`src/rtl/ptrmap_pkg.sv`:
```
package ptrmap_pkg;

    localparam int DATA_W   = 8;
    localparam int LANES    = 2;
    localparam int LANE_LO  = 0;
    localparam int LANE_HI  = 1;
    localparam int CPU_AW   = 15;

    // Address bits the decoder looks at
    localparam int BIT_WIN  = 12;
    localparam int BIT_EXT  = 11;
    localparam int BIT_ROM  = 2;
    localparam int BIT_LO   = 4;
    localparam int BIT_HI   = 5;

    typedef struct packed {
        logic             win;
        logic [LANES-1:0] load;
        logic             rom_sel;
        logic             ram_sel;
    } dec_t;

    function automatic dec_t decode(input logic romsel_n,
                                    input logic m2,
                                    input logic [CPU_AW-1:0] a);
        dec_t d;
        logic live;
        d.win     = romsel_n & a[BIT_WIN];
        live      = d.win & m2;
        d.load    = '0;
        d.load[LANE_LO] = live & a[BIT_LO];
        d.load[LANE_HI] = live & a[BIT_HI];
        d.rom_sel = live & a[BIT_EXT] &  a[BIT_ROM];
        d.ram_sel = live & a[BIT_EXT] & ~a[BIT_ROM];
        return d;
    endfunction

endpackage

```
`src/rtl/ptrmap_decode.sv`:
```
module ptrmap_decode
    import ptrmap_pkg::*;
(
    input  logic              m2,
    input  logic              romsel_n,
    input  logic [CPU_AW-1:0] cpu_addr,
    output dec_t              dec
);

    always_comb begin
        dec = decode(romsel_n, m2, cpu_addr);
    end

endmodule

```
`src/rtl/ptrmap_ptr.sv`:
```
module ptrmap_ptr #(
    parameter int LANES_P = 2,
    parameter int DW      = 8
) (
    input  logic                  clk,
    input  logic                  rst,
    input  logic                  m2,
    input  logic [LANES_P-1:0]    load,
    input  logic [DW-1:0]         d,
    output logic [LANES_P*DW-1:0] q
);

    logic          m2_q;
    logic          m2_fall;
    logic [DW-1:0] stage;

    always_ff @(posedge clk) begin
        if (rst) begin
            m2_q  <= 1'b0;
            stage <= '0;
        end else begin
            m2_q <= m2;
            if (|load) stage <= d;
        end
    end

    assign m2_fall = m2_q & ~m2;

    for (genvar g = 0; g < LANES_P; g++) begin : g_lane
        logic          pend;
        logic [DW-1:0] val;

        always_ff @(posedge clk) begin
            if (rst) begin
                pend <= 1'b0;
                val  <= '0;
            end else if (m2_fall) begin
                if (pend) val <= stage;
                pend <= 1'b0;
            end else if (load[g]) begin
                pend <= 1'b1;
            end
        end

        assign q[g*DW +: DW] = val;
    end

endmodule

```
`src/rtl/ptr_window_mapper.sv`:
```
module ptr_window_mapper
    import ptrmap_pkg::*;
#(
    parameter int MAIN_ROM_KB = 32
) (
    input  logic              clk,
    input  logic              rst,
    input  logic              m2,
    input  logic              romsel_n,
    input  logic [14:0]       cpu_addr,
    input  logic              rw,
    input  logic [7:0]        bus_data,
    output logic              ext_rom_cs,
    output logic              ext_ram_cs,
    output logic              ext_ram_we,
    output logic [16:0]       ext_addr,
    output logic              main_rom_cs,
    output logic [14:0]       main_rom_addr
);

    localparam int MAIN_AW = $clog2(MAIN_ROM_KB * 1024);

    dec_t                    dec;
    logic [LANES*DATA_W-1:0] ptr;

    ptrmap_decode u_dec (
        .m2       (m2),
        .romsel_n (romsel_n),
        .cpu_addr (cpu_addr),
        .dec      (dec)
    );

    ptrmap_ptr #(.LANES_P(LANES), .DW(DATA_W)) u_ptr (
        .clk  (clk),
        .rst  (rst),
        .m2   (m2),
        .load (dec.load),
        .d    (bus_data),
        .q    (ptr)
    );

    assign ext_rom_cs = dec.rom_sel;
    assign ext_ram_cs = dec.ram_sel;
    assign ext_ram_we = dec.ram_sel & ~rw;
    assign ext_addr   = {cpu_addr[0],
                         ptr[LANE_HI*DATA_W +: DATA_W],
                         ptr[LANE_LO*DATA_W +: DATA_W]};
    assign main_rom_cs = ~romsel_n;

    if (MAIN_AW >= 15) begin : g_main_full
        assign main_rom_addr = cpu_addr;
    end else begin : g_main_mirror
        assign main_rom_addr = {{(15-MAIN_AW){1'b0}}, cpu_addr[MAIN_AW-1:0]};
    end

endmodule

```
`config.mk`:
```
export PLATFORM = sky130hd
export DESIGN_NAME = ptr_window_mapper
export DESIGN_NICKNAME = d
export VERILOG_FILES = /design/src/rtl/ptrmap_pkg.sv /design/src/rtl/ptrmap_decode.sv /design/src/rtl/ptrmap_ptr.sv /design/src/rtl/ptr_window_mapper.sv
export SDC_FILE = /design/constraint.sdc
export NUM_CORES = 1
export LEC_CHECK = 0
export BUFFER_PORTS_ARGS = -buffer_cell sky130_fd_sc_hd__buf_2
export CORE_AREA = 2 2 71 73
export CTS_BUF_LIST = sky130_fd_sc_hd__clkbuf_8 sky130_fd_sc_hd__clkbuf_16
export DETAILED_ROUTE_END_ITERATION = 10
export DIE_AREA = 0 0 73 75
export PLACE_DENSITY = 0.58
export SYNTH_ARGS = -nofsm -noshare
export SYNTH_HDL_FRONTEND = slang
export SYNTH_SLANG_ARGS = --single-unit
export TNS_END_PERCENT = 10
```
`constraint.sdc`:
```
create_clock -name clk -period 1 [get_ports clk]
set_clock_uncertainty 0.05 [all_clocks]
set_input_delay 0.2 -clock clk [delete_from_list [all_inputs] [get_ports clk]]
set_output_delay 0.2 -clock clk [all_outputs]
set_load 0.01 [all_outputs]
```
; After elaboration in Yosys (flattened, before gate mapping)
; Index checks and enable logic that the tools add are counted.
[totals]
regBits = 27
in_bits = 28
word_cells = 23
[classes]
bitwise_logic = 13
n_reduce_logical = 4
[op_table]
columns = op, n
row1 = bitwise AND 1 bit, 9
row2 = NOT 1 bit, 4
row3 = AND reduction 2 bit, 2
row4 = OR reduction 2 bit, 2

; Depth between registers and ports, before layout
; Gate-level depths: netlist of run 1.
[depth]
word_depth = 5
ltp_mapped = 5

; By module
; Synthesis of run 1 repeated with hierarchy kept, for this count alone.
[hier_totals]
cells_unflattened = 130
area_unflattened_um2 = 1276.2
[by_module_without_submodules]
columns = mod, n_inst, cells_per_inst, area_each_um2, seq_area_each_um2
row1 = ptrmap_ptr, 1, 106, 1089.8, 540.5
row2 = ptr_window_mapper, 1, 18, 137.6, 0.0
row3 = ptrmap_decode, 1, 6, 48.8, 0.0

; Worst setup path before layout of run 1
; Ideal clock, no wire load.
[synth_path]
path_kind = register to register
start = register u_ptr.m2_q
end = register u_ptr.g_lane[0].val[7]
setup_time_ps = 70
t_arrival_ps = 883
required_time_ps = 880
setup_slack_ps = -3
stages_incl_launch_ff = 6
n_path_buf = 2
path_cell_list = dfxtp_1 -> nor2b_1 -> buf_4 -> buf_6 -> nand3_1 -> a21oi_1
[synth_via]
elab_chain_len = 2
[synth_lines]
columns = element, line
row1 = "start, declared", ptrmap_ptr.sv:13  ; logic m2_q;
row2 = "start signal, assigned", ptrmap_ptr.sv:22  ; m2_q <= m2;
row3 = bitwise AND 1 bit, ptrmap_ptr.sv:27  ; assign m2_fall = m2_q & ~m2;
row4 = AND reduction 2 bit (no line), n/a
row5 = "end signal, assigned", ptrmap_ptr.sv:38  ; if (pend) val <= stage;
row6 = "end, declared", ptrmap_ptr.sv:31  ; logic [DW-1:0] val;
; Every way passes these cells.
; A chain may end at the register's enable or synchronous reset.

; Worst setup path in the final report of run 1
[layout_path]
start = input m2
end = output ext_ram_we
[layout_via]
elab_chain_len = 4
[layout_lines]
columns = element, line
row1 = "start, declared", ptr_window_mapper.sv:8  ; input logic m2,
row2 = bitwise AND 1 bit, ptrmap_pkg.sv:29  ; live = d.win & m2;
row3 = bitwise AND 1 bit (2 in a row), ptrmap_pkg.sv:34  ; d.ram_sel = live & a[BIT_EXT] & ~a[BIT_ROM];
row4 = bitwise AND 1 bit, ptr_window_mapper.sv:44  ; assign ext_ram_we = dec.ram_sel & ~rw;
row5 = "end, declared", ptr_window_mapper.sv:15  ; output logic ext_ram_we,
; Every way passes these cells.

==> summary.txt, run 1 <==
Status
  • Outcome: finished, violations left
  • Failing checks: setup timing

Timing
  • Setup violations, final: 3
  • Smallest hold slack: 0.114 ns
  • Worst-Margin Slew: 0.205 ns
  • Final hold violation count: 0
  • Fin crit share: 1.02
  • Final worst path period need: 1.02 ns
  • Max Freq: 985 MHz
  • Rel. slew slack: 0.864
  • Max Slew Vio Count: 0
  • RSZ-0062 raised after global routing: true
  • Setup TNS: -0.0330 ns
  • Final worst slack: -0.0153 ns

Worst setup path
  • Crit path arrival time: 0.77 ns
  • Maximum fanout along the worst path: 3
  • CP startpoint kind: primary input
  • Slowest-stage cell, CP: and3_4
  • CP Data Required Time: 0.75 ns
  • Worst setup EP type: output pin
  • Critical path class: primary input to output pin
  • R2R Setup Slk: 0 ns
  • Crit path largest cell delay: around 0.20 ns
  • Worst path cell trace: buf_8 -> and3_4 -> nand2_4 -> nor3_2 -> buf_2

Synth
  • Post-Synthesis Cells: 129
  • Syn. warnings: 0
  • Cell taking the most area after synthesis: dfxtp_1
  • Mapped Area: approximately 0.0011 mm^2
  • Synth top area cells: dfxtp_1 (48%), buf_4 (11%), a21oi_1 (7.9%), mux2i_1 (7.1%), nand3_1 (7.1%)
  • Syn Area/Cell: 8.79 um^2
  • Post-synth cell types: 16
  • Sequential-to-total area share from yosys stat: 0.477
  • Share of the synthesized area in the top cell type: 0.477
  • Synth Register Bits: 27
  • Syn_nets: 157

Floorplanning
  • Core area: 0.00466 mm^2
  • Row cnt: 25
  • Die Y: 75 um
  • Die area: 0.00548 mm^2
  • Die X: 73 um
  • Io pins: 64
  • Initial Util: 0.243

Global route
  • GRT Total Usage: 0.107
  • Global-route wire length before repair: 4470 um
  • M3 GR Usage: 0.0361
  • Vias in the first global route: 947
  • GR peak layer: met2
  • GR Util met1: 0.129
  • Initial antenna violation count: 0
  • Pin count of the biggest net entering global routing: 18
  • Remaining Overflow, GRT: 0
  • Met2 Use GR: 0.183

Placed design
  • Pre-CTS setup slack: -0.136 ns
  • HPWL after DPL: about 1900 um
  • GPL Wtd Cong: 0.695
  • Port Buffer Count: between 40 and 50

Clock tree
  • CTS sink count: 27
  • Clk slew on worst S/H paths: 0.09 ns
  • Max H-tree Level: 1
  • Buffer levels on the longest clock path: 2
  • Clock Tree Root: clkbuf_8
  • Clk Latency, worst-skew pair: around 0.27 ns
  • Hold buffers post-CTS: 0
  • CTS Buf Count: 3
  • CTS tree: yes

Detailed routing
  • Drt initial violations: 60
  • Drt drc: 0
  • DR pass1 iterations: 4
  • ANT nets after route: 0
  • Post-Route WL: 2820 um
  • Via/cell ratio: 4.48
  • WL/cell: 12.7 um
  • Via count: 995

Power and ir drop
  • Pwr/cell area: 1180 mW/mm^2
  • Largest vdd supply drop: 613 uV
  • P_leak: 0.000711 uW

Final layout
  • Share of cells above drive strength 1: 0.542
  • Multi-input gate area: 504 um^2
  • Antenna cells: 0
  • FILL cells: 485
  • Utilization after layout: 0.348
  • Synthesis-to-finish area growth: 43.0%
  • Final net count: 197
  • Storage element area: between 500 and 600 um^2

Job
  • Max Cap Violations: 0

Hold path
  • Worst min path class: primary input to register
-- stage by stage --
| stage | instance area, um^2 | instances | power [uW] |
|---|---|---|---|
| final | 1620 | 222 | 1910 |
| after CTS | 1480 | 221 | 1930 |
| after floorplan | 1140 | 129 | 1260 |
| after global placement | 1360 | 214 | 1290 |
| after detailed placement | 1360 | 214 | 1300 |
| after global routing | 1620 | 222 | 2000 |
-- registers in the layout, indices dropped and copies added (netlist names) --
name and cells:
u_ptr.g_lane.pend 2, u_ptr.m2_q 1, u_ptr.stage 8, u_ptr.g_lane.val 16
-- routing by layer --
metal,up-vias,routed length (um)
met3,2,174
met1,466,1240
met5,-,0
li1,499,-
met4,0,8
met2,28,1400
-- final cells by class --
type	instances	share of cell area
sequential	27	0.344
multi-input combinational	78	0.311
timing repair buffer	58	0.273
tap	54	0.0417
clock buffer	3	0.0255
clock inverter	1	0.00231
inverter	1	0.00231
-- cell families after synthesis --
kind of cell	Yosys count	share of synthesized area
and+or+nand+nor	51	0.205
DFF	27	0.477
buffers and inverters	24	0.145
AOI/OAI and AO/OA	19	0.103
muxes	8	0.0706
-- worst max-delay path: cells and delay by family --
family,cells,cell delay [ns]
buffers and inverters,2,0.21
and+or+nand+nor,3,0.35
-- repair_timing --
action,4_1_cts,5_1_grt
setup buffers,3,0
gates resized for setup,15,37
pin swaps,4,5
cloned,0,1
setup endpoints to repair,21,35
-- synth_stat cells (all sizes together) --
cell type	count
dfxtp	27
inv	1
nor2b	2
nand2	17
and3	2
nor3	3
nand3b	2
nor2	9
clkbuf	3
a21oi	18
nand3	16
buf	20
mux2i	8
o2111ai	1
-- final timing paths --
kind | from | endpoint | depth (start not counted)
worst min-delay path | bus_data[1] | u_ptr.stage[1] | 3
worst max register to register | u_ptr.m2_q | u_ptr.g_lane[1].val[1] | 4
worst max-delay path | m2 | ext_ram_we | 5
worst min register to register | u_ptr.g_lane[0].val[5] | u_ptr.g_lane[0].val[5] | 2
-- cell usage in the layout, fill, tap and decap left out, types with 3 or more instances in the layout --
cell	n
a21oi_1	12
a21oi_2	6
buf_2	29
buf_4	13
buf_6	12
buf_8	3
clkbuf_8	3
dfxtp_1	13
dfxtp_2	14
mux2i_1	8
nand2_1	16
nand3_1	12
nand3_2	4
nor2_1	8
-- power by group --
group | leakage [uW] | total (uW) | switching [uW] | internal [uW]
logic | 0.000459 | 213 | 104 | 109
clock network | 0.0000269 | 600 | 325 | 275
registers | 0.000225 | 1100 | 10.9 | 1090
total | 0.000711 | 1910 | 439 | 1470
No activity file was read; power rests on OpenSTA's default activity.
==> run 2, diff against run 1 <==
--- a/config.mk
+++ b/config.mk
@@ -6,12 +6,13 @@
 export NUM_CORES = 1
 export LEC_CHECK = 0
 export BUFFER_PORTS_ARGS = -buffer_cell sky130_fd_sc_hd__buf_2
-export CORE_AREA = 2 2 71 73
+export CORE_AREA = 2 2 75 77
 export CTS_BUF_LIST = sky130_fd_sc_hd__clkbuf_8 sky130_fd_sc_hd__clkbuf_16
 export DETAILED_ROUTE_END_ITERATION = 10
-export DIE_AREA = 0 0 73 75
-export PLACE_DENSITY = 0.58
+export DIE_AREA = 0 0 77 79
+export PLACE_DENSITY = 0.47
 export SYNTH_ARGS = -nofsm -noshare
 export SYNTH_HDL_FRONTEND = slang
+export SYNTH_HIERARCHICAL = 1
 export SYNTH_SLANG_ARGS = --single-unit
 export TNS_END_PERCENT = 10
==> run 2 against run 1 <==
- the run still ends with setup timing left
- sequential cell count is the same
- worst setup slack lost 0.095 ns
- die area up 11%
- largest power group unchanged
- routed wire length fell by 9.6%
- maximum frequency down 8.5%
- critical path type unchanged
- critical path depth unchanged
- via count down 7.3%
==> summary.txt, run 2 <==
Status
  • Outcome: finished, violations left (unchanged)
  • Failing checks: setup timing (unchanged)

Global route
  • Global-route wire length before repair: 4060 um (was 4470 um)
  • Pin count of the biggest net entering global routing: 35 (was 18)
  • M3 GR Usage: 0.0170 (was 0.0361)
  • Remaining Overflow, GRT: 0 (unchanged)
  • GRT Total Usage: 0.0830 (was 0.107)
  • Initial antenna violation count: 0 (unchanged)
  • Vias in the first global route: 848 (was 947)
  • GR Util met1: 0.117 (was 0.129)
  • GR peak layer: met2 (unchanged)
  • Met2 Use GR: 0.125 (was 0.183)

Detailed routing
  • ANT nets after route: 0 (unchanged)
  • Via/cell ratio: 4.01 (was 4.48)
  • Drt initial violations: 64 (was 60)
  • Via count: 922 (was 995)
  • WL/cell: 11.1 um (was 12.7 um)
  • DR pass1 iterations: 4 (unchanged)
  • Drt drc: 0 (unchanged)
  • Post-Route WL: 2550 um (was 2820 um)

Final layout
  • Final net count: 187 (was 197)
  • FILL cells: 603 (was 485)
  • Top Registers: u_ptr/g_lane.val x16, u_ptr/stage x8, u_ptr/g_lane.pend x2 (was u_ptr.g_lane.val x16, u_ptr.stage x8, u_ptr.g_lane.pend x2)
  • Storage element area: 563 um^2 (was 558 um^2)
  • Most frequent cells in the layout: buf_2 (25), nand2b_1 (24), buf_6 (18), dfxtp_2 (18), mux2i_1 (16) (was buf_2 (29), nand2_1 (16), dfxtp_2 (14))
  • Top reg by flops: u_ptr/g_lane.val (was u_ptr.g_lane.val)
  • Share of cells above drive strength 1: 0.500 (was 0.542)
  • Max reg flops: 16 (unchanged)
  • Commonest non-fill, non-tap cell in the layout: buf_2 (unchanged)
  • Synthesis-to-finish area growth: 31.0% (was 43.0%)
  • Antenna cells: 0 (unchanged)
  • Utilization after layout: 0.311 (was 0.348)
  • Multi-input gate area: 582 um^2 (was 504 um^2)

Worst setup path
  • Worst setup EP type: output pin (unchanged)
  • Crit path arrival time: 0.86 ns (was 0.77 ns)
  • CP startpoint: cpu_addr[12] (was m2)
  • Maximum fanout along the worst path: 4 (was 3)
  • CP startpoint kind: primary input (unchanged)
  • Reg2reg start: u_ptr/m2_q (was u_ptr.m2_q)
  • CP Data Required Time: 0.75 ns (about the same)
  • Worst reg-to-reg path cell count: 3 (was 4)
  • Critical path class: primary input to output pin (unchanged)

Clock tree
  • CTS sink count: 27 (unchanged)
  • Hold buffers post-CTS: 0 (unchanged)
  • Clk Latency, worst-skew pair: 0.27 ns (about the same)
  • Buffer levels on the longest clock path: 2 (unchanged)
  • Max H-tree Level: 1 (unchanged)
  • CTS Buf Count: 3 (unchanged)
  • Clk slew on worst S/H paths: 0.09 ns (about the same)
  • CTS tree: yes (unchanged)
  • Clock Tree Root: clkbuf_8 (unchanged)

Power and ir drop
  • P_int: 1460 uW (was 1470 uW)
  • Clock power share: 0.322 (was 0.314)
  • Psw: 414 uW (was 439 uW)
  • Net Sw Frac: 0.220 (was 0.230)
  • Overall power: 1880 uW (was 1910 uW)
  • Pwr/cell area: 1130 mW/mm^2 (was 1180 mW/mm^2)
  • P_leak: 0.000705 uW (was 0.000711 uW)
  • Reg power frac: 0.586 (was 0.575)
  • Largest vdd supply drop: 533 uV (was 613 uV)
  • Share of total power in combinational logic: 0.092 (was 0.111)

Synth
  • Syn Area/Cell: 9.84 um^2 (was 8.79 um^2)
  • Syn_nets: 157 (unchanged)
  • Syn. warnings: 6 (was 0)
  • Post-Synthesis Cells: 129 (unchanged)
  • Mapped Area: 0.00127 mm^2 (was 0.00113 mm^2)

Floorplanning
  • Die Y: 79 um (was 75 um)
  • Row cnt: 27 (was 25)
  • Die area: 0.00608 mm^2 (was 0.00548 mm^2)
  • Core area: 0.00534 mm^2 (was 0.00466 mm^2)
  • Io pins: 64 (unchanged)
  • Initial Util: 0.238 (was 0.243)
  • Die X: 77 um (was 73 um)

Placed design
  • Port Buffer Count: 42 (unchanged)
  • HPWL after DPL: 1760 um (was 1920 um)
  • GPL Wtd Cong: 0.638 (was 0.695)

Hold path
  • Hold path startpoint: bus_data[7] (was bus_data[1])
  • Worst min path class: primary input to register (unchanged)
  • Worst hold path cell count: 3 (unchanged)

Timing
  • Rel. slew slack: 0.856 (was 0.864)
  • RSZ-0062 raised after global routing: true (unchanged)
  • Final worst slack: -0.110 ns (was -0.0153 ns)
  • Setup violations, final: 5 (was 3)
  • Final worst path period need: 1.11 ns (was 1.02 ns)
  • Max Freq: 901 MHz (was 985 MHz)
  • Worst-Margin Slew: 0.214 ns (was 0.205 ns)
  • Max Slew Vio Count: 0 (unchanged)
  • Final hold violation count: 0 (unchanged)
  • Setup TNS: -0.150 ns (was -0.0330 ns)
  • Fin crit share: 1.11 (was 1.02)

Job
  • Max Cap Violations: 0 (unchanged)
[run 2: cell types whose count changed in the layout (fill, tap and decap cells not counted), sizes merged, moves of 7 or more]
cell / previous run / this run
nand2b: 0 / 24
nand2: 17 / 0
nand3: 16 / 0
a21oi: 18 / 8
buf: 58 / 48
mux2i: 8 / 16
o21ai: 0 / 8
or3b: 0 / 8
nor2: 9 / 2
[run 2: repair_timing]
item | 4_1_cts | 5_1_grt
resized for setup | 15 | 26
setup buffers | 0 | 0
hold endpoints to repair | 0 | 0
setup endpoints to repair | 24 | 34
pin swaps | 2 | 1
[run 2: area by class of cell]
cell class,instances,area share
multi-input combinational,78,0.350
sequential,27,0.339
timing repair buffer,48,0.227
tap,72,0.0542
clock buffer,3,0.0248
clock inverter,1,0.00226
inverter,1,0.00226
[run 2: final timing paths]
path / end / slack (ns)
hold / removal: u_ptr/stage[7] / 0.14
setup / recovery: ext_ram_we / -0.11
hold reg to reg: u_ptr/g_lane[1].val[3] / 0.42
setup reg to reg: u_ptr/g_lane[0].val[6] / 0.01
[run 2: power by group through the flow]
stage	clock [uW]	combinational (uW)	sequential, uW
detailed placement	0	161	1120
floorplan	0	146	1120
global placement	0	162	1120
global route	679	189	1100
finish	605	173	1100
CTS	631	169	1100
[run 2: metrics by stage]
| stage | worst slack [ns] | cells | hold WS, ns | cell area, um^2 |
|---|---|---|---|---|
| after floorplan | -0.231 | 129 | 0.278 | 1280 |
| after global placement | -0.307 | 226 | 0.350 | 1470 |
| after detailed placement | -0.317 | 226 | 0.350 | 1470 |
| after CTS | -0.114 | 230 | 0.131 | 1560 |
| after global routing | -0.131 | 230 | 0.138 | 1660 |
| final | -0.110 | 230 | 0.138 | 1660 |
[run 2: critical path, stage by stage]
cell     delay, ns
buf_6         0.09
and3_4        0.18
and3b_1       0.16
nor2b_4       0.12
buf_6         0.11
[run 2: routing by layer]
| layer | wire [um] | part of all wire | vias up |
|---|---|---|---|
| li1 | - | - | 474 |
| met1 | 1270 | 0.50 | 411 |
| met2 | 1130 | 0.44 | 30 |
| met3 | 107 | 0.042 | 7 |
| met4 | 40 | 0.016 | 0 |
| met5 | 0 | 0 | - |
